===== src/rtl/sig_pkg.sv =====
package sig_pkg;
  localparam int unsigned SIG_W  = 24;
  localparam int unsigned DATA_W = 16;
  localparam logic [SIG_W-1:0] SIG_POLY = 24'h800063;
  localparam logic [SIG_W-1:0] SIG_SEED = 24'hFFFFFF;
  localparam logic [7:0] CMD_SIGN = 8'h0B;

  typedef enum logic [1:0] {ST_IDLE, ST_RUN, ST_DRAIN} sig_state_e;

  function automatic logic [SIG_W-1:0] lfsr_word(logic [SIG_W-1:0] s, logic [DATA_W-1:0] d);
    logic [SIG_W-1:0] t;
    logic fb;
    t = s;
    for (int b = DATA_W - 1; b >= 0; b--) begin
      fb = t[SIG_W-1] ^ d[b];
      t  = {t[SIG_W-2:0], 1'b0} ^ (fb ? SIG_POLY : '0);
    end
    return t;
  endfunction
endpackage


===== src/rtl/sig_range.sv =====
module sig_range #(
  parameter int unsigned ADDR_W     = 12,
  parameter int unsigned PAGE_W     = 6,
  parameter int unsigned BLOCK_KIND = 0,
  parameter int unsigned ALT_THRESH = 12'hF00,
  parameter int unsigned ALT_FIRST  = 12'h040,
  parameter int unsigned ALT_LAST   = 12'h07F
) (
  input  logic [ADDR_W-1:0] start_i,
  output logic [ADDR_W-1:0] first_o,
  output logic [ADDR_W-1:0] last_o,
  output logic              empty_o
);
  localparam int unsigned WORDS      = 1 << ADDR_W;
  localparam int unsigned PAGE_WORDS = 1 << PAGE_W;

  logic [ADDR_W-1:0] aligned;
  assign aligned = {start_i[ADDR_W-1:PAGE_W], {PAGE_W{1'b0}}};

  if (BLOCK_KIND == 0) begin : g_large
    localparam logic [ADDR_W-1:0] LAST_L = ADDR_W'(WORDS - PAGE_WORDS - 1);
    assign first_o = aligned;
    assign last_o  = LAST_L;
    assign empty_o = aligned > LAST_L;
  end else begin : g_small
    logic alt;
    assign alt     = start_i > ADDR_W'(ALT_THRESH);
    assign first_o = alt ? ADDR_W'(ALT_FIRST) : aligned;
    assign last_o  = alt ? ADDR_W'(ALT_LAST) : {ADDR_W{1'b1}};
    assign empty_o = 1'b0;
  end
endmodule


===== src/rtl/sig_lfsr.sv =====
module sig_lfsr
  import sig_pkg::*;
(
  input  logic              clk_i,
  input  logic              rst_ni,
  input  logic              seed_i,
  input  logic              absorb_i,
  input  logic [DATA_W-1:0] data_i,
  output logic [SIG_W-1:0]  next_o
);
  logic [SIG_W-1:0] s_q;

  assign next_o = lfsr_word(s_q, data_i);

  always_ff @(posedge clk_i or negedge rst_ni) begin
    if (!rst_ni)       s_q <= SIG_SEED;
    else if (seed_i)   s_q <= SIG_SEED;
    else if (absorb_i) s_q <= next_o;
  end
endmodule


===== src/rtl/sig_seq.sv =====
module sig_seq
  import sig_pkg::*;
#(
  parameter int unsigned ADDR_W = 12
) (
  input  logic              clk_i,
  input  logic              rst_ni,
  input  logic              go_i,
  input  logic [ADDR_W-1:0] first_i,
  input  logic [ADDR_W-1:0] last_i,
  input  logic              empty_i,
  output logic              seed_o,
  output logic              absorb_o,
  output logic              cap_o,
  output logic              empty_fin_o,
  output logic              rd_en_o,
  output logic [ADDR_W-1:0] rd_addr_o,
  output logic              busy_o,
  output logic              done_o
);
  sig_state_e        state_q;
  logic [ADDR_W-1:0] addr_q, last_q;
  logic              vld_q, lst_q, done_q, accept;

  assign accept      = (state_q == ST_IDLE) && go_i;
  assign seed_o      = accept;
  assign rd_en_o     = (state_q == ST_RUN);
  assign rd_addr_o   = addr_q;
  assign absorb_o    = vld_q;
  assign cap_o       = vld_q && lst_q;
  assign empty_fin_o = accept && empty_i;
  assign busy_o      = (state_q != ST_IDLE);
  assign done_o      = done_q;

  always_ff @(posedge clk_i or negedge rst_ni) begin
    if (!rst_ni) begin
      state_q <= ST_IDLE;
      addr_q  <= '0;
      last_q  <= '0;
      vld_q   <= 1'b0;
      lst_q   <= 1'b0;
      done_q  <= 1'b0;
    end else begin
      vld_q  <= rd_en_o;
      lst_q  <= rd_en_o && (addr_q == last_q);
      done_q <= cap_o || empty_fin_o;
      case (state_q)
        ST_IDLE: if (accept && !empty_i) begin
          state_q <= ST_RUN;
          addr_q  <= first_i;
          last_q  <= last_i;
        end
        ST_RUN: begin
          addr_q <= addr_q + 1'b1;
          if (addr_q == last_q) state_q <= ST_DRAIN;
        end
        ST_DRAIN: if (cap_o) state_q <= ST_IDLE;
        default: state_q <= ST_IDLE;
      endcase
    end
  end


  addr_step_chk: assert property (@(posedge clk_i) disable iff (!rst_ni)
    (rd_en_o && $past(rd_en_o)) |-> (rd_addr_o == $past(rd_addr_o) + 1'b1));

  addr_bound_chk: assert property (@(posedge clk_i) disable iff (!rst_ni)
    rd_en_o |-> (rd_addr_o <= last_q));

  done_pulse_chk: assert property (@(posedge clk_i) disable iff (!rst_ni)
    done_o |=> !done_o);

  done_idle_chk: assert property (@(posedge clk_i) disable iff (!rst_ni)
    done_o |-> !busy_o);

  absorb_follow_chk: assert property (@(posedge clk_i) disable iff (!rst_ni)
    absorb_o |-> $past(rd_en_o));
endmodule


===== src/rtl/flash_sig_engine.sv =====
module flash_sig_engine
  import sig_pkg::*;
#(
  parameter int unsigned ADDR_W     = 12,
  parameter int unsigned PAGE_W     = 6,
  parameter int unsigned BLOCK_KIND = 0,
  parameter int unsigned ALT_THRESH = 12'hF00,
  parameter int unsigned ALT_FIRST  = 12'h040,
  parameter int unsigned ALT_LAST   = 12'h07F
) (
  input  logic              clk_i,
  input  logic              rst_ni,
  input  logic              cmd_valid_i,
  input  logic [7:0]        cmd_i,
  input  logic [ADDR_W-1:0] start_addr_i,
  output logic              rd_en_o,
  output logic [ADDR_W-1:0] rd_addr_o,
  input  logic [15:0]       rd_data_i,
  output logic              busy_o,
  output logic              done_o,
  output logic [23:0]       sig_o
);
  logic [ADDR_W-1:0] first, last;
  logic              empty, seed, absorb, cap, empty_fin, go;
  logic [SIG_W-1:0]  nxt, sig_q;

  assign go = cmd_valid_i && (cmd_i == CMD_SIGN);

  sig_range #(
    .ADDR_W(ADDR_W), .PAGE_W(PAGE_W), .BLOCK_KIND(BLOCK_KIND),
    .ALT_THRESH(ALT_THRESH), .ALT_FIRST(ALT_FIRST), .ALT_LAST(ALT_LAST)
  ) u_range (
    .start_i(start_addr_i), .first_o(first), .last_o(last), .empty_o(empty)
  );

  sig_seq #(.ADDR_W(ADDR_W)) u_seq (
    .clk_i(clk_i), .rst_ni(rst_ni), .go_i(go),
    .first_i(first), .last_i(last), .empty_i(empty),
    .seed_o(seed), .absorb_o(absorb), .cap_o(cap), .empty_fin_o(empty_fin),
    .rd_en_o(rd_en_o), .rd_addr_o(rd_addr_o), .busy_o(busy_o), .done_o(done_o)
  );

  sig_lfsr u_lfsr (
    .clk_i(clk_i), .rst_ni(rst_ni), .seed_i(seed), .absorb_i(absorb),
    .data_i(rd_data_i), .next_o(nxt)
  );

  always_ff @(posedge clk_i or negedge rst_ni) begin
    if (!rst_ni)        sig_q <= SIG_SEED;
    else if (cap)       sig_q <= nxt;
    else if (empty_fin) sig_q <= SIG_SEED;
  end

  assign sig_o = sig_q;


  sig_hold_chk: assert property (@(posedge clk_i) disable iff (!rst_ni)
    busy_o |-> $stable(sig_o));

  first_align_chk: assert property (@(posedge clk_i) disable iff (!rst_ni)
    (BLOCK_KIND == 0 && $rose(rd_en_o)) |-> (rd_addr_o[PAGE_W-1:0] == '0));
endmodule


===== config.mk =====
export PLATFORM = sky130hd
export DESIGN_NAME = flash_sig_engine
export DESIGN_NICKNAME = d
export VERILOG_FILES = /design/src/rtl/sig_pkg.sv /design/src/rtl/sig_range.sv /design/src/rtl/sig_lfsr.sv /design/src/rtl/sig_seq.sv /design/src/rtl/flash_sig_engine.sv
export SDC_FILE = /design/constraint.sdc
export NUM_CORES = 1
export LEC_CHECK = 0
export CAP_MARGIN = 30
export CORE_ASPECT_RATIO = 2
export CORE_UTILIZATION = 49
export DETAILED_ROUTE_END_ITERATION = 7
export GPL_TIMING_DRIVEN = 1
export PLACE_DENSITY = 0.9
export SLEW_MARGIN = 20
export SYNTH_ARGS = -nofsm -noshare
export SYNTH_HDL_FRONTEND = slang
export SYNTH_SLANG_ARGS = --single-unit
export TNS_END_PERCENT = 10

===== constraint.sdc =====
create_clock -name clk_i -period 2.3 [get_ports clk_i]
set_input_delay 0.46 -clock clk_i [delete_from_list [all_inputs] [get_ports clk_i]]
set_output_delay 0.46 -clock clk_i [all_outputs]
set_load 0.01 [all_outputs]

==> qor.csv <==
stage;metric;value;unit
power_and_ir_drop;cellLeakagePower;2.00;nW
synthesis;synth-edff-count;0;
drt;drc;0;
placement;port_buffers;71;
layout;area_growth;46.0;%
synthesis;netlist.area_leader.share;39.7;%
synthesis;yosys.area.top_type;dfstp_2;
drt;ant_nets;0;
layout;drive_above_1_share;26.3;%
die;die_area;6820;µm²
clock_network;clk-insertion-delay-late;330;ps
synthesis;synthCells;323;
grt;track_usage;28.6;%
layout;multiInputGateArea;1450;µm²
critical_path;crit_fanout;3;
clock_network;cts_hold_buf;0;
drt;routed_wl;9.06;mm
critical_path;cp_slowest_cell;clkdlybuf4s50_1;
power_and_ir_drop;powerDensity;1730;nW/µm²
clock_network;tritoncts;done;
die;core;6260;µm²
synthesis;ys.flop_type;dfstp_2;
synthesis;seq_area_frac_synth;53.9;%
critical_path;critPathMaxStageDelay;530;ps
timing;maxClockFrequency;445;MHz
clock_network;root_buffer;clkbuf_16;
flow_run;max_cap_violations;0;
layout;layout.nets;473;
layout;fill_cells;449;
timing;slew_headroom;62.0;%
hold_path;hp-class;in -> async;
synthesis;synth_area;3170;µm²
placement;dp_hpwl;6.34;mm
power_and_ir_drop;finalPower;8.02;mW
critical_path;critPathRequiredTime;2540;ps
critical_path;crit_arrival;2490;ps
grt;antenna_found_initial;0;
synthesis;syn-num-nets;363;
drt;drt_iter0_drc;144;
critical_path;path_buf_inv;2;
synthesis;yosys_register_bits;66;
clock_network;cts_buffers;9;
synthesis;ys_top_cells_by_count;nand2_1 (53), dfstp_2 (48), nor2_1 (36);
timing;final-max-slew-violation-count;0;
critical_path;crit_chain;clkdlybuf4s50_1 > xor2_2 > xor2_2 > xnor2_2 > xnor2_2 > buf_4 > xnor3_1 > o211ai_1;
drt;route.vias.total;2869;
grt;grt_pass1_wl;13.9;mm
synthesis;async_flop_share;100;%
die;num_rows;41;
synthesis;yosysWarningCount;0;
timing;clock_skew;6.98;ps
timing;tightestPinTransition;569;ps
run_status;outcome;complete, no violations;
drt;drt-wirelength-per-cell;17.3;µm
layout;diodes;0;
clock_network;numClockSinks;66;
layout;fin_util;74.0;%
grt;grt_start_max_net_pins;45;
grt;first_global_vias;2957;
die;ios;78;
grt;grt_overflow;0;
critical_path;critPathKind;in -> reg;
timing;setup-violations-final;0;
clock_network;cts.htree.levels;3;
timing;final_hold_viol_count;0;
critical_path;critPathTopFamily;XOR/XNOR gates;
die;die_y;116;µm
synthesis;synthTopCellsByArea;dfstp_2 (40%), dfrtp_1 (14%), xnor2_1 (8.8%), nand2_1 (6.3%), o21ai_0 (4.7%);
placement;gp_congestion;0.899;
clock_network;cts_buffer_depth;2;
power_and_ir_drop;ir_worst_vdd;0.934;mV
timing;fin_ws;52.8;ps
die;dieWidth;58.9;µm
die;floorplan.initialDensity;50.7;%
critical_path;startpoint_type;primary input;
timing;period_share;97.7;%
timing;fin_crit;2250;ps
drt;vias_per_cell;5.48;
synthesis;ys_types;36;
clock_network;clk_pin_slew;50;ps
critical_path;end_kind;flop;
placement;dp_slack;-312;ps
drt;first_pass_iters;4;
synthesis;synth.most_common_cell;nand2_1;
layout;regArea;1710;µm²
synthesis;synth_area_per_cell;9.82;µm²
## metal layers
layer	vias up	part of all wire, %	GRT usage, %
li1	1320	-	-
met5	-	0	0
met4	0	5.2	20.6
met1	1396	34	27.5
met3	33	4.6	5.80
met2	120	56	51.7
## stage by stage
stage	instance area [µm²]	hold WS, ps	cells	TNS, ps
2_1_floorplan	3170	164	323	0
3_3_place_gp	4250	463	507	-729
3_5_place_dp	4250	474	507	-1440
4_1_cts	4590	121	524	0
5_1_grt	4630	159	524	-44.2
6_report	4630	127	524	0
## worst paths after layout
check | from | cells after the start | end | slack [ps]
setup / recovery | rd_data_i[4] | 8 | u_lfsr.s_q[23] | 50
max in group asynchronous | rst_ni | 2 | sig_o[12] | 1490
setup reg to reg | u_lfsr.s_q[12] | 7 | u_lfsr.s_q[23] | 150
hold reg to reg | sig_o[13] | 2 | sig_o[13] | 500
hold / removal | rst_ni | 1 | u_seq.rd_addr_o[8] | 130
min in group clk_i | sig_o[13] | 2 | sig_o[13] | 500
## power by group
group	internal, mW	total, mW	switching [mW]
combinational	2.50	4.59	2.09
clock	0.957	1.42	0.464
sequential	1.71	2.01	0.299
## worst register-to-register path: cells and delay by family, from the launching register on
family / cells / cell delay, ps
DFF: 1 / 570
AOI/OAI and AO/OA: 1 / 220
xor gates and xnor gates: 5 / 1120
buffers and inverters: 1 / 150
## placed cells by master, fill, tap and decap left out, types with 2 or more instances in the layout
cell / synthesis / layout
xnor3_1: 2 / 2
a31oi_1: 3 / 3
nand4_1: 3 / 3
clkbuf_16: 0 / 9
a211oi_1: 3 / 3
xor2_1: 10 / 8
clkbuf_8: 0 / 4
nor4_1: 3 / 3
clkbuf_1: 14 / 2
buf_4: 0 / 41
xnor2_1: 32 / 27
nand2b_1: 3 / 3
and3_1: 4 / 4
and4_1: 2 / 2
and2_1: 2 / 2
xnor2_2: 1 / 6
dfrtp_1: 18 / 18
a21oi_1: 23 / 23
nand2_1: 53 / 53
xor2_2: 0 / 2
o21ai_0: 30 / 30
nor3_1: 4 / 4
o211ai_1: 3 / 3
o22a_1: 5 / 5
inv_1: 2 / 2
nand3_1: 7 / 7
nor2_1: 36 / 36
dfstp_2: 48 / 48
clkdlybuf4s50_1: 0 / 70
## sequential cells by signal, indices dropped and copies added (netlist names)
name and count:
sig_o 24, u_lfsr.s_q 24, u_seq.rd_addr_o 12, u_seq.state_q 2, u_seq.absorb_o 1, u_seq.done_o 1, u_seq.last_q 1, u_seq.lst_q 1
## logic make-up after synthesis
logic type	after synthesis	synth area share, %
AO/OA/AOI/OAI	72	12.9
XOR/XNOR	45	13.5
adder cells (fa/ha/maj)	1	0.394
buffers and inverters	16	1.89
flip-flops	66	53.9
multiplexers	1	0.315
AND/OR/NAND/NOR	122	17.0
## cell type report
type                       count  share of cell area (%)
clock buffer                  15                    6.21
clock inverter                 1                   0.648
inverter                       2                   0.162
multi-input combinational    241                    31.4
sequential                    66                    37.0
tap                           86                    2.32
timing repair buffer         113                    22.3
## what timing repair did
item,CTS,global route
pin swaps,1,1
setup endpoints to repair,2,4
buffers inserted,1,0
gates resized for setup,1,6
(Power assumes the default switching activity.)
